<file path="config.mk">
export PLATFORM = sky130hd
export DESIGN_NAME = vid_line_frame_seq
export DESIGN_NICKNAME = d
export VERILOG_FILES = /design/src/rtl/vsq_pkg.sv /design/src/rtl/vsq_rst_sync.sv /design/src/rtl/vsq_cfg_unpack.sv /design/src/rtl/vsq_line_timer.sv /design/src/rtl/vsq_payload.sv /design/src/rtl/vid_line_frame_seq.sv
export SDC_FILE = /design/constraint.sdc
export NUM_CORES = 1
export LEC_CHECK = 0
export BUFFER_PORTS_ARGS = -buffer_cell sky130_fd_sc_hd__buf_2
export CORE_MARGIN = 8
export CORE_UTILIZATION = 30
export DETAILED_ROUTE_END_ITERATION = 16
export SLEW_MARGIN = 10
export SYNTH_ARGS = -nofsm -noshare
export SYNTH_HDL_FRONTEND = slang
export SYNTH_SLANG_ARGS = --single-unit
</file>
<file path="constraint.sdc">
create_clock -name clk -period 8.7 [get_ports clk]
set_clock_uncertainty 0.2 [all_clocks]
set_input_delay 0.435 -clock clk [delete_from_list [all_inputs] [get_ports clk]]
set_output_delay 0.435 -clock clk [all_outputs]
set_load 0.01 [all_outputs]
</file>
<file path="src/rtl/vsq_pkg.sv">
package vsq_pkg;

  // fixed field placement inside the packed configuration words
  localparam int VB_W    = 10;
  localparam int VFP_LSB = 0;
  localparam int VBP_LSB = 10;
  localparam int VSA_LSB = 20;
  localparam int HF_W    = 16;
  localparam int HBP_LSB = 0;
  localparam int HSA_LSB = 16;
  localparam int PKT_LSB = 0;
  localparam int CHN_LSB = 16;
  localparam int LP_LSB  = 8;
  localparam int LP_N    = 6;
  localparam int NUL_W   = 10;
  localparam int NUL_MAX = 1023;

  typedef enum logic [1:0] {
    V_SYNC  = 2'd0,
    V_BACK  = 2'd1,
    V_ACT   = 2'd2,
    V_FRONT = 2'd3
  } vreg_e;

  typedef enum logic [1:0] {
    H_SYNC = 2'd0,
    H_BACK = 2'd1,
    H_PAY  = 2'd2,
    H_REM  = 2'd3
  } hreg_e;

  typedef enum logic [1:0] {
    PK_SYNC  = 2'd0,
    PK_VIDEO = 2'd1,
    PK_NULL  = 2'd2
  } pkind_e;

  // lp enable index
  localparam int LPI_VSA = 0;
  localparam int LPI_VBP = 1;
  localparam int LPI_VFP = 2;
  localparam int LPI_VAC = 3;
  localparam int LPI_HBP = 4;
  localparam int LPI_HRM = 5;

  typedef struct packed {
    logic [VB_W-1:0]  vsa;
    logic [VB_W-1:0]  vbp;
    logic [VB_W-1:0]  vfp;
    logic [HF_W-1:0]  hsa;
    logic [HF_W-1:0]  hbp;
    logic [HF_W-1:0]  pkt;
    logic [HF_W-1:0]  chunks;
    logic [NUL_W-1:0] nul;
    logic [LP_N-1:0]  lp;
    logic             burst;
  } tcfg_t;

endpackage

</file>
<file path="src/rtl/vsq_rst_sync.sv">
module vsq_rst_sync (
  input  logic clk,
  input  logic arst_n,
  output logic srst_n
);

  logic [1:0] stage_q;

  always_ff @(posedge clk or negedge arst_n) begin
    if (!arst_n) begin
      stage_q <= 2'b00;
    end else begin
      stage_q <= {stage_q[0], 1'b1};
    end
  end

  assign srst_n = stage_q[1];

endmodule

</file>
<file path="src/rtl/vsq_cfg_unpack.sv">
module vsq_cfg_unpack
  import vsq_pkg::*;
(
  input  logic [31:0] vblank_w,
  input  logic [31:0] hblank_w,
  input  logic [31:0] mode_w,
  input  logic [31:0] pkt_w,
  input  logic [15:0] null_w,
  output tcfg_t       cfg
);

  logic [1:0]      mode;
  logic [HF_W-1:0] hsa_raw;
  logic [HF_W-1:0] pkt_raw;
  logic [HF_W-1:0] chn_raw;
  logic            single;

  always_comb begin
    mode    = mode_w[1:0];
    hsa_raw = hblank_w[HSA_LSB +: HF_W];
    pkt_raw = pkt_w[PKT_LSB +: HF_W];
    chn_raw = pkt_w[CHN_LSB +: HF_W];
    single  = mode[1] || (chn_raw < HF_W'(2));

    cfg.vsa   = vblank_w[VSA_LSB +: VB_W];
    cfg.vbp   = vblank_w[VBP_LSB +: VB_W];
    cfg.vfp   = vblank_w[VFP_LSB +: VB_W];
    cfg.hbp   = hblank_w[HBP_LSB +: HF_W];
    cfg.lp    = mode_w[LP_LSB +: LP_N];
    cfg.burst = mode[1];

    if (mode == 2'd1) begin
      cfg.hsa = HF_W'(1);
    end else if (hsa_raw == '0) begin
      cfg.hsa = HF_W'(1);
    end else begin
      cfg.hsa = hsa_raw;
    end

    cfg.pkt    = (pkt_raw == '0) ? HF_W'(1) : pkt_raw;
    cfg.chunks = single ? HF_W'(1) : chn_raw;

    if (single) begin
      cfg.nul = '0;
    end else if (null_w > 16'(NUL_MAX)) begin
      cfg.nul = NUL_W'(NUL_MAX);
    end else begin
      cfg.nul = null_w[NUL_W-1:0];
    end
  end

endmodule

</file>
<file path="src/rtl/vsq_line_timer.sv">
module vsq_line_timer #(
  parameter int LT_W  = 24,
  parameter int LN_W  = 14,
  parameter int FRM_W = 8
) (
  input  logic             clk,
  input  logic             rst_n,
  input  logic             enable,
  input  logic [LT_W-1:0]  lt_eff,
  input  logic [LN_W-1:0]  total,
  output logic             run,
  output logic [LT_W-1:0]  pos,
  output logic [LN_W-1:0]  line,
  output logic [FRM_W-1:0] frame,
  output logic             wrap
);

  logic             run_d;
  logic [LT_W-1:0]  pos_d;
  logic [LN_W-1:0]  line_d;
  logic [FRM_W-1:0] frame_d;
  logic             last_line;

  assign wrap      = run && (pos == lt_eff - LT_W'(1));
  assign last_line = (line == total - LN_W'(1));

  always_comb begin
    run_d   = enable;
    pos_d   = pos;
    line_d  = line;
    frame_d = frame;
    if (!enable || !run) begin
      pos_d   = '0;
      line_d  = '0;
      frame_d = enable ? frame : '0;
    end else if (wrap) begin
      pos_d = '0;
      if (last_line) begin
        line_d  = '0;
        frame_d = frame + FRM_W'(1);
      end else begin
        line_d = line + LN_W'(1);
      end
    end else begin
      pos_d = pos + LT_W'(1);
    end
  end

  always_ff @(posedge clk or negedge rst_n) begin
    if (!rst_n) begin
      run   <= 1'b0;
      pos   <= '0;
      line  <= '0;
      frame <= '0;
    end else begin
      run   <= run_d;
      pos   <= pos_d;
      line  <= line_d;
      frame <= frame_d;
    end
  end


  pos_bound_chk: assert property (@(posedge clk) disable iff (!rst_n)
    run |-> (pos < lt_eff));


  pos_step_chk: assert property (@(posedge clk) disable iff (!rst_n)
    (run && $past(run) && pos != '0) |-> (pos == $past(pos) + LT_W'(1)));


  line_bound_chk: assert property (@(posedge clk) disable iff (!rst_n)
    run |-> (line < total));

endmodule

</file>
<file path="src/rtl/vsq_payload.sv">
module vsq_payload #(
  parameter int SEG_W = 17,
  parameter int CH_W  = 16
) (
  input  logic             clk,
  input  logic             rst_n,
  input  logic             clr,
  input  logic             adv,
  input  logic [SEG_W-1:0] seg_len,
  input  logic [CH_W-1:0]  chunks,
  output logic [SEG_W-1:0] seg_pos,
  output logic [CH_W-1:0]  chunk,
  output logic             done
);

  logic [SEG_W-1:0] seg_pos_d;
  logic [CH_W-1:0]  chunk_d;
  logic             done_d;
  logic             seg_end;

  assign seg_end = (seg_pos == seg_len - SEG_W'(1));

  always_comb begin
    seg_pos_d = seg_pos;
    chunk_d   = chunk;
    done_d    = done;
    if (clr) begin
      seg_pos_d = '0;
      chunk_d   = '0;
      done_d    = 1'b0;
    end else if (adv) begin
      if (seg_end) begin
        seg_pos_d = '0;
        chunk_d   = chunk + CH_W'(1);
        done_d    = (chunk + CH_W'(1) == chunks);
      end else begin
        seg_pos_d = seg_pos + SEG_W'(1);
      end
    end
  end

  always_ff @(posedge clk or negedge rst_n) begin
    if (!rst_n) begin
      seg_pos <= '0;
      chunk   <= '0;
      done    <= 1'b0;
    end else begin
      seg_pos <= seg_pos_d;
      chunk   <= chunk_d;
      done    <= done_d;
    end
  end


  chunk_range_chk: assert property (@(posedge clk) disable iff (!rst_n)
    adv |-> (chunk < chunks));


  seg_range_chk: assert property (@(posedge clk) disable iff (!rst_n)
    adv |-> (seg_pos < seg_len));

endmodule

</file>
<file path="src/rtl/vid_line_frame_seq.sv">
module vid_line_frame_seq
  import vsq_pkg::*;
#(
  parameter int LT_W   = 24,
  parameter int DLY_W  = 24,
  parameter int VACT_W = 12,
  parameter int FRM_W  = 8,
  localparam int LN_W  = ((VACT_W > VB_W) ? VACT_W : VB_W) + 2
) (
  input  logic              clk,
  input  logic              rst_n,
  input  logic              enable,
  input  logic [31:0]       cfg_vblank,
  input  logic [31:0]       cfg_hblank,
  input  logic [LT_W-1:0]   cfg_line_len,
  input  logic [VACT_W-1:0] cfg_vact,
  input  logic [31:0]       cfg_mode,
  input  logic [31:0]       cfg_pkt,
  input  logic [15:0]       cfg_null,
  input  logic [DLY_W-1:0]  cfg_delay,
  output logic              running,
  output logic [1:0]        vregion,
  output logic [1:0]        hregion,
  output logic              lp_ok,
  output logic              pkt_req,
  output logic [1:0]        pkt_kind,
  output logic [15:0]       chunk_idx,
  output logic              line_start,
  output logic [LN_W-1:0]   line_cnt,
  output logic [FRM_W-1:0]  frame_cnt
);

  localparam int THR_W = ((DLY_W > LT_W) ? DLY_W : LT_W) + 2;
  localparam int SEG_W = HF_W + 1;

  logic             srst_n;
  tcfg_t            cfg;
  logic             run;
  logic [LT_W-1:0]  pos;
  logic [LN_W-1:0]  line;
  logic [FRM_W-1:0] frame;
  logic             wrap;
  logic [LT_W-1:0]  lt_eff;
  logic [LN_W-1:0]  v_b1, v_b2, v_b3, tot_raw, total;
  logic [THR_W-1:0] p_ext, t_sync, t_bp, t_pay;
  logic [SEG_W-1:0] seg_len, seg_pos;
  logic [HF_W-1:0]  chunk;
  logic             pay_done;
  vreg_e            vreg;
  hreg_e            hreg;
  logic             sync_req, vid_req, nul_req;
  logic             lp_en;

  vsq_rst_sync u_rst (
    .clk    (clk),
    .arst_n (rst_n),
    .srst_n (srst_n)
  );

  vsq_cfg_unpack u_cfg (
    .vblank_w (cfg_vblank),
    .hblank_w (cfg_hblank),
    .mode_w   (cfg_mode),
    .pkt_w    (cfg_pkt),
    .null_w   (cfg_null),
    .cfg      (cfg)
  );

  // frame and line geometry
  always_comb begin
    lt_eff  = (cfg_line_len == '0) ? LT_W'(1) : cfg_line_len;
    v_b1    = LN_W'(cfg.vsa);
    v_b2    = v_b1 + LN_W'(cfg.vbp);
    v_b3    = v_b2 + LN_W'(cfg_vact);
    tot_raw = v_b3 + LN_W'(cfg.vfp);
    total   = (tot_raw == '0) ? LN_W'(1) : tot_raw;
    t_sync  = THR_W'(cfg_delay);
    t_bp    = t_sync + THR_W'(cfg.hsa);
    t_pay   = t_bp + THR_W'(cfg.hbp);
    seg_len = SEG_W'(cfg.pkt) + SEG_W'(cfg.nul);
  end

  vsq_line_timer #(
    .LT_W  (LT_W),
    .LN_W  (LN_W),
    .FRM_W (FRM_W)
  ) u_timer (
    .clk    (clk),
    .rst_n  (srst_n),
    .enable (enable),
    .lt_eff (lt_eff),
    .total  (total),
    .run    (run),
    .pos    (pos),
    .line   (line),
    .frame  (frame),
    .wrap   (wrap)
  );

  assign p_ext = THR_W'(pos);

  // region decode
  always_comb begin
    if (line < v_b1) begin
      vreg = V_SYNC;
    end else if (line < v_b2) begin
      vreg = V_BACK;
    end else if (line < v_b3) begin
      vreg = V_ACT;
    end else begin
      vreg = V_FRONT;
    end

    if (p_ext < t_sync) begin
      hreg = H_REM;
    end else if (p_ext < t_bp) begin
      hreg = H_SYNC;
    end else if (p_ext < t_pay) begin
      hreg = H_BACK;
    end else if (vreg == V_ACT && !pay_done) begin
      hreg = H_PAY;
    end else begin
      hreg = H_REM;
    end
  end

  vsq_payload #(
    .SEG_W (SEG_W),
    .CH_W  (HF_W)
  ) u_pay (
    .clk     (clk),
    .rst_n   (srst_n),
    .clr     (!run || wrap),
    .adv     (run && hreg == H_PAY),
    .seg_len (seg_len),
    .chunks  (cfg.chunks),
    .seg_pos (seg_pos),
    .chunk   (chunk),
    .done    (pay_done)
  );

  // packet requests
  always_comb begin
    sync_req = run && (p_ext == t_sync);
    vid_req  = run && (hreg == H_PAY) && (seg_pos == '0);
    nul_req  = run && (hreg == H_PAY) && (cfg.nul != '0) &&
               (seg_pos == SEG_W'(cfg.pkt));
  end

  // low-power permission per region
  always_comb begin
    lp_en = 1'b0;
    unique case (vreg)
      V_SYNC:  lp_en = cfg.lp[LPI_VSA];
      V_BACK:  lp_en = cfg.lp[LPI_VBP];
      V_FRONT: lp_en = cfg.lp[LPI_VFP];
      V_ACT:   lp_en = cfg.lp[LPI_VAC] &&
                       ((hreg == H_BACK) ? cfg.lp[LPI_HBP] : cfg.lp[LPI_HRM]);
      default: lp_en = 1'b0;
    endcase
  end

  // outputs
  always_comb begin
    running    = run;
    vregion    = run ? vreg : 2'd0;
    hregion    = run ? hreg : 2'd0;
    pkt_req    = sync_req || vid_req || nul_req;
    if (sync_req) begin
      pkt_kind = PK_SYNC;
    end else if (vid_req) begin
      pkt_kind = PK_VIDEO;
    end else if (nul_req) begin
      pkt_kind = PK_NULL;
    end else begin
      pkt_kind = 2'd0;
    end
    lp_ok      = run && (hreg == H_BACK || hreg == H_REM) && lp_en && !pkt_req;
    chunk_idx  = (run && hreg == H_PAY) ? chunk : 16'd0;
    line_start = run && (pos == '0);
    line_cnt   = line;
    frame_cnt  = frame;
  end


  lp_quiet_chk: assert property (@(posedge clk) disable iff (!srst_n)
    pkt_req |-> !lp_ok);


  pay_in_vact_chk: assert property (@(posedge clk) disable iff (!srst_n)
    (hregion == H_PAY) |-> (vregion == V_ACT));


  null_gate_chk: assert property (@(posedge clk) disable iff (!srst_n)
    (pkt_req && pkt_kind == PK_NULL) |-> (!cfg_mode[1] && cfg_pkt[31:16] >= 16'd2));


  idle_chk: assert property (@(posedge clk) disable iff (!srst_n)
    !running |-> (!pkt_req && !lp_ok && !line_start));


  sync_once_chk: assert property (@(posedge clk) disable iff (!srst_n)
    (pkt_req && pkt_kind == PK_SYNC) |-> (hregion == H_SYNC));

endmodule

</file>
==> flow_metrics.py, run 1 <==
metrics = {
    "run": {
        "max_cap_viol_count": 0,
    },
    "clock_tree": {
        "clk-insertion-delay-late_ns": 0.35,
        "cts.sinks": 83,
        "clkSlewWorstSetupHoldPaths_ns": 0.07,
        "clk_root_buffer_cell": "sky130_fd_sc_hd__clkbuf_16",
        "cts.repair_timing.setup_buffer_count": 0,
        "cts_inserted_buffers": 9,
        "cts-root-to-sink-buffers": 2,
        "htree_num_levels": 3,
        "cts_tree": "done",
    },
    "sta": {
        "post_route_setup_tns_ns": 0,
        "worst-slew-pin-transition_ns": 0.989,
        "final_max_slew_violation_count": 0,
        "rsz0062_at_grt": "false",
        "final_period_minus_worst_setup_slack_ns": 8.01,
        "hold_violations": 0,
        "clock.fmax_ghz": 0.125,
        "timing.slew.headroom": 0.338,
        "setup_viol": 0,
        "finalWorstSetupSlack_ns": 0.695,
        "min_period_over_period": 0.920,
    },
    "logic_synthesis": {
        "synth.top_cells.by_count": "203 x sky130_fd_sc_hd__ha_1, 157 x sky130_fd_sc_hd__nor2_1, 155 x sky130_fd_sc_hd__inv_1",
        "ys_warn_count": 0,
        "post_synthesis_mean_instance_area_um2": 7.60,
        "netlist_area_mm2": 0.0142,
        "synth.area.top_cells": "sky130_fd_sc_hd__ha_1 18%, sky130_fd_sc_hd__dfrtp_1 15%, sky130_fd_sc_hd__xnor2_1 7.2%",
        "post_synth_inst_count": 1871,
        "share_of_the_yosys_chip_area_belonging_to_registers": 0.146,
        "postSynthRegisterBits": 83,
        "synth_ff_type": "sky130_fd_sc_hd__dfrtp_1",
        "synth_edf_count": 0,
        "async_flop_share": 1.00,
        "synth_top_cell_by_area": "sky130_fd_sc_hd__ha_1",
        "yosysMostFrequentCell": "sky130_fd_sc_hd__ha_1",
        "syn_nets": 2287,
        "post_synth_num_cell_types": 89,
        "netlist.area_leader.share": 0.179,
    },
    "route": {
        "viasPerCell": 5.37,
        "route.vias.total": 14400,
        "route.detailed.drc": 0,
        "post_drt_wl_per_cell_um": 17.2,
        "ant_nets": 0,
        "detail_route.iter0.violations": 883,
        "drt_wl_total_um": 46300,
        "firstDrtPassIters": 5,
    },
    "floorplan": {
        "num_rows": 79,
        "start_util": 0.305,
        "die_area_mm2": 0.0546,
        "num_io_pins": 255,
        "die_y_um": 234,
        "floorplan.core_area_mm2": 0.0467,
        "fp.dieW_um": 234,
    },
    "critical_path": {
        "worstReg2RegStart": "u_timer.pos[13]$_DFF_PN0_",
        "cp_top_family": "compound AO/OA/AOI/OAI gates",
        "critical_register_to_register_path_endpoint": "u_pay.seg_pos[8]$_DFFE_PN0P_",
        "critical_path_class": "input port to output pin",
        "cpMostUsedCell": "sky130_fd_sc_hd__ha_1",
        "cp_arrival_ns": 7.37,
        "cp_num_buf_inv": 5,
        "regToRegSetupSlack_ns": 4.09,
        "required_ns": 8.07,
        "critical_path.slowest_cell": "sky130_fd_sc_hd__a2111oi_1",
        "timing.critical_path.from_type": "input port",
        "highest_fanout_seen_on_the_critical_path": 16,
        "cp_slowest_stage_delay_ns": 0.49,
        "worst_setup_path_end_kind": "output pin",
        "worst-r2r-cell-count": 13,
    },
    "cells_and_area": {
        "sequential_cell_area_mm2": 0.00208,
        "share_of_cells_above_drive_strength_1": 0.148,
        "multi_input_area_mm2": 0.0114,
        "non_filler_instance_count_after_layout": 2688,
        "flow.area_growth_from_synthesis_pct": 15.2,
        "fin_area_mm2": 0.0164,
        "nFillCells": 4959,
        "count_of_nets_after_finishing": 2492,
        "diodes": 0,
    },
    "global_route": {
        "globalRouteTotalUtil": 0.165,
        "grt.overflow.total": 0,
        "grt_start_max_net_pins": 53,
        "grt_pass1_vias": 14300,
        "global_route_wire_length_before_repair_um": 73700,
        "antenna_found_initial": 2,
    },
    "placed_design": {
        "buffer_ports.inserted": 228,
        "pre_cts_ws_ns": 0.186,
        "post-dp-hpwl_um": 39000,
        "placed_cells_incl_taps": 2671,
        "gpl.final_weighted_congestion": 0.945,
        "detailed_place.area_mm2": 0.0160,
    },
    "power_and_ir_drop": {
        "vdd_drop_max_v": 0.0000806,
        "power_per_cell_area_mw_per_mm2": 127,
        "power.static_leakage_uw": 0.00789,
    },
    "hold_path": {
        "worstHoldPathType": "flip-flop to asynchronous set/reset pin",
    },
    "outcome": {
        "run_status": "completed",
    },
}
## timing repair
action,CTS,global route
resized for setup,0,10
hold buffers,1,0
endpoints found under the setup margin,0,36
hold endpoints to repair,2,0
## state kept, by name (all words and copies together), names as in the netlist
register,count
u_timer.frame,8
u_rst.stage_q,2
u_timer.line,14
u_pay.seg_pos,17
u_timer.run,1
u_pay.done,1
u_timer.pos,24
u_pay.chunk,16
## metal layers
metal / part of all wire / wire, µm / vias up / track usage
li1: - / - / 7206 / -
met1: 0.46 / 21400 / 6859 / 0.216
met2: 0.48 / 22200 / 334 / 0.285
met3: 0.046 / 2110 / 36 / 0.0237
met4: 0.013 / 590 / 2 / 0.0319
met5: 0.00028 / 13 / - / 0
## placed cells by master (no fill, tap or decap), types with 50 or more instances in the layout
cell type and instances:
sky130_fd_sc_hd__a21oi_1 113, sky130_fd_sc_hd__nand2b_1 50, sky130_fd_sc_hd__nor2_1 157, sky130_fd_sc_hd__xnor2_1 117
sky130_fd_sc_hd__buf_2 228, sky130_fd_sc_hd__and3_1 54, sky130_fd_sc_hd__nand2_1 104, sky130_fd_sc_hd__nand3_1 83
sky130_fd_sc_hd__xor2_1 73, sky130_fd_sc_hd__o21ai_0 99, sky130_fd_sc_hd__ha_1 203, sky130_fd_sc_hd__inv_1 155
sky130_fd_sc_hd__a21o_1 52, sky130_fd_sc_hd__dfrtp_1 82
## worst register-to-register path, stage by stage, from the launching register on
cell and delay [ns]:
sky130_fd_sc_hd__dfrtp_1 0.59, sky130_fd_sc_hd__ha_1 0.41, sky130_fd_sc_hd__nand2_1 0.07, sky130_fd_sc_hd__nor2_1 0.13, sky130_fd_sc_hd__nand4_1 0.15, sky130_fd_sc_hd__nor4_1 0.51
sky130_fd_sc_hd__o21a_1 0.21, sky130_fd_sc_hd__a21oi_1 0.21, sky130_fd_sc_hd__nand4b_1 0.37, sky130_fd_sc_hd__nor3b_2 0.33, sky130_fd_sc_hd__buf_6 0.20, sky130_fd_sc_hd__nand3_1 0.39
sky130_fd_sc_hd__or3b_2 0.58, sky130_fd_sc_hd__a21oi_1 0.16
## cell type report
class | count | area share
inverter | 155 | 0.0355
timing repair buffer | 243 | 0.0769
clock inverter | 7 | 0.00519
sequential | 83 | 0.127
clock buffer | 9 | 0.0137
multi-input combinational | 1584 | 0.695
tap | 607 | 0.0463
## stage by stage
step,util,total power (µW),hold WS [ns]
final,0.351,2080,0.0651
after global routing,0.351,2280,0.108
after floorplan,-,1370,-0.0606
after CTS,0.350,2080,0.0887
after global placement,0.344,1630,0.0213
after detailed placement,0.344,1660,0.0223
## how the worst max path moves through the flow
stage,slack [ns],start,cells past startpoint,to
2_1_floorplan,1.30,cfg_mode[1],34,pkt_kind[1]
3_3_place_gp,0.36,cfg_mode[1],35,u_pay.seg_pos[2]$_DFFE_PN0P_
3_5_place_dp,0.19,cfg_mode[1],35,u_pay.seg_pos[5]$_DFFE_PN0P_
4_1_cts,0.19,cfg_mode[1],36,pkt_kind[1]
5_1_grt,0.06,cfg_mode[1],36,pkt_kind[1]
6_report,0.69,cfg_mode[1],32,pkt_kind[1]
## where the power goes
part           internal [µW]  switching (µW)
Combinational            529             744
Clock                    228             181
Sequential               387            5.67
Total                   1140             931
## cell families after synthesis
kind of cell / share of synthesized area
DFF: 0.146
adders and majority gates: 0.187
xor gates and xnor gates: 0.122
buffers and inverters: 0.0551
and+or+nand+nor: 0.279
AOI/OAI and AO/OA: 0.206
other: 0.000264
muxes: 0.00502
No activity file was read; power rests on OpenSTA's default activity.
==> run 2: changes to the inputs <==
- ABC_AREA: not set -> 1
==> flow_metrics.py, run 2 <==
metrics = {
    "logic_synthesis": {
        "netlist.area_leader.share": 0.174,
        "postSynthRegisterBits": 83,
        "synth_edf_count": 0,
        "post_synthesis_mean_instance_area_um2": 6.47,
        "async_flop_share": 1.00,
        "netlist_area_mm2": 0.0146,
        "synth_top_cell_by_area": "sky130_fd_sc_hd__ha_1",
        "synth.area.top_cells": "sky130_fd_sc_hd__ha_1 17%, sky130_fd_sc_hd__dfrtp_1 14%, sky130_fd_sc_hd__nand2_1 12%",
        "post_synth_inst_count": 2260,
        "syn_nets": 2676,
        "yosysMostFrequentCell": "sky130_fd_sc_hd__nand2_1",
        "post_synth_num_cell_types": 59,
        "ys_warn_count": 0,
        "synth.top_cells.by_count": "484 x sky130_fd_sc_hd__nand2_1, 357 x sky130_fd_sc_hd__inv_1, 216 x sky130_fd_sc_hd__nor2_1",
        "share_of_the_yosys_chip_area_belonging_to_registers": 0.142,
        "synth_ff_type": "sky130_fd_sc_hd__dfrtp_1",
    },
    "global_route": {
        "grt_pass1_vias": 14100,
        "globalRouteTotalUtil": 0.156,
        "global_route_wire_length_before_repair_um": 72400,
        "grt.overflow.total": 0,
        "antenna_found_initial": 2,
        "grt_start_max_net_pins": 71,
    },
    "critical_path": {
        "highest_fanout_seen_on_the_critical_path": 20,
        "cp_slowest_stage_delay_ns": 0.42,
        "timing.critical_path.from_type": "input port",
        "worst_setup_path_end_kind": "output pin",
        "cp_arrival_ns": 6.97,
        "required_ns": 8.07,
        "cpMostUsedCell": "sky130_fd_sc_hd__nand2_1",
        "regToRegSetupSlack_ns": 4.82,
        "critical_path.slowest_cell": "sky130_fd_sc_hd__fa_1",
        "critical_path_class": "input port to output pin",
    },
    "clock_tree": {
        "cts_inserted_buffers": 9,
        "ctsResizeCount": 0,
        "cts-root-to-sink-buffers": 2,
        "clk-insertion-delay-late_ns": 0.36,
        "clk_root_buffer_cell": "sky130_fd_sc_hd__clkbuf_16",
        "clkSlewWorstSetupHoldPaths_ns": 0.07,
        "cts.sinks": 83,
        "htree_num_levels": 3,
        "cts_tree": "done",
    },
    "sta": {
        "worst-slew-pin-transition_ns": 0.934,
        "rsz0062_at_grt": "false",
        "min_period_over_period": 0.874,
        "final_period_minus_worst_setup_slack_ns": 7.60,
        "hold_violations": 0,
        "post_route_setup_tns_ns": 0,
        "final_max_slew_violation_count": 0,
        "timing.slew.headroom": 0.377,
        "clock.fmax_ghz": 0.132,
        "finalWorstSetupSlack_ns": 1.10,
        "setup_viol": 0,
    },
    "power_and_ir_drop": {
        "internal_power_uw": 1160,
        "net-switching-power_uw": 961,
        "power.sequential.fraction": 0.186,
        "switching_share": 0.453,
        "power_per_cell_area_mw_per_mm2": 127,
        "power.static_leakage_uw": 0.00898,
        "p_comb_frac": 0.592,
        "clock_power_share": 0.221,
        "vdd_drop_max_v": 0.000107,
    },
    "run": {
        "max_cap_viol_count": 0,
    },
    "cells_and_area": {
        "share_of_cells_above_drive_strength_1": 0.128,
        "count_of_nets_after_finishing": 2885,
        "flow.area_growth_from_synthesis_pct": 14.6,
        "final_core_util": 0.345,
        "sequential_cell_area_mm2": 0.00208,
        "max_flop_register": "u_timer.pos",
        "fin_area_mm2": 0.0167,
        "number_of_flip_flops_under_the_largest_register_name": 24,
        "layout_commonest_cell": "sky130_fd_sc_hd__nand2_1",
        "non_filler_instance_count_after_layout": 3098,
        "top_regs": "u_timer.pos (24), u_pay.seg_pos (17), u_pay.chunk (16)",
        "mostFrequentLayoutCells": "484 x sky130_fd_sc_hd__nand2_1, 357 x sky130_fd_sc_hd__inv_1, 228 x sky130_fd_sc_hd__buf_2, 216 x sky130_fd_sc_hd__nor2_1, 203 x sky130_fd_sc_hd__ha_1",
        "multi_input_area_mm2": 0.0109,
        "nFillCells": 5357,
    },
    "floorplan": {
        "fp.dieW_um": 237,
        "die_area_mm2": 0.0560,
        "num_rows": 81,
        "start_util": 0.301,
        "floorplan.core_area_mm2": 0.0485,
        "num_io_pins": 255,
        "die_y_um": 237,
    },
    "route": {
        "viasPerCell": 4.82,
        "detail_route.iter0.violations": 882,
        "route.vias.total": 14900,
        "drt_wl_total_um": 44900,
        "post_drt_wl_per_cell_um": 14.5,
        "ant_nets": 0,
        "firstDrtPassIters": 5,
        "route.detailed.drc": 0,
    },
    "hold_path": {
        "worstHoldPathType": "input port to flip-flop",
    },
    "placed_design": {
        "detailed_place.area_mm2": 0.0164,
        "pre_cts_ws_ns": 1.02,
        "buffer_ports.inserted": 228,
        "placed_cells_incl_taps": 3078,
        "gpl.final_weighted_congestion": 0.892,
        "post-dp-hpwl_um": 38500,
    },
    "outcome": {
        "run_status": "completed",
    },
}
## run 2: timing repair
item / CTS / global route
setup buffers: 0 / 0
endpoints found under the hold margin: 13 / 0
hold buffers: 2 / 0
## run 2: kinds of logic (layout without fill, tap and decap cells)
logic type / count (synthesis) / after routing / synth area share
compound gates: 254 / 254 / 0.0988
buf+inv: 406 / 620 / 0.109
flops: 83 / 83 / 0.142
other cells: 1 / 3 / 0.000257
simple gates: 1109 / 1109 / 0.346
xor+xnor: 198 / 198 / 0.122
fa+ha+maj: 209 / 209 / 0.182
## run 2: critical path, delay by kind of cell
kind | cells | cell delay, ns
adders and majority gates | 4 | 1.32
and+or+nand+nor | 22 | 2.33
xor gates and xnor gates | 2 | 0.52
buffers and inverters | 7 | 1.19
AOI/OAI and AO/OA | 7 | 1.18
## run 2: power groups by stage
| stage | clock network (µW) | logic, µW | registers [µW] |
|---|---|---|---|
| after global routing | 500 | 1450 | 395 |
| after CTS | 485 | 1260 | 395 |
| after detailed placement | 0 | 1260 | 403 |
| after global placement | 0 | 1250 | 403 |
| final | 469 | 1260 | 395 |
| after floorplan | 0 | 994 | 405 |
## run 2: per-stage QoR
stage | power, µW | hold slack [ns]
2_1_floorplan | 1400 | -0.0606
3_3_place_gp | 1650 | -0.0395
3_5_place_dp | 1660 | -0.0365
4_1_cts | 2140 | 0.120
5_1_grt | 2340 | 0.123
6_report | 2120 | 0.135
## run 2: final cells by class
type                       count  share of cell area
timing repair buffer         234              0.0711
clock buffer                  10              0.0143
inverter                     370              0.0832
sequential                    83               0.124
multi-input combinational   1771               0.653
antenna                        2            0.000299
tap                          622              0.0465
clock inverter                 6             0.00710
## run 2: final timing paths
path                                             start                      endpoint  depth (start not counted)
hold / removal                                  enable         u_timer.run$_DFF_PN0_                          1
setup / recovery                           cfg_mode[1]                   pkt_kind[1]                         42
setup reg to reg           u_timer.line[4]$_DFFE_PN0P_    u_pay.chunk[0]$_DFFE_PN0P_                         16
hold reg to reg             u_rst.stage_q[0]$_DFF_PN0_    u_rst.stage_q[1]$_DFF_PN0_                          0
max in group asynchronous   u_rst.stage_q[1]$_DFF_PN0_  u_timer.frame[1]$_DFFE_PN0P_                          1
min in group asynchronous                        rst_n    u_rst.stage_q[1]$_DFF_PN0_                          2
## run 2: layer usage
layer,GRT usage,vias to the layer above,part of all wire,routed length [µm]
met3,0.0352,31,0.062,2770
met5,0,-,0,0
met1,0.208,6647,0.47,21200
li1,-,7888,-,-
met4,0.0251,0,0.0097,435
met2,0.259,367,0.46,20500
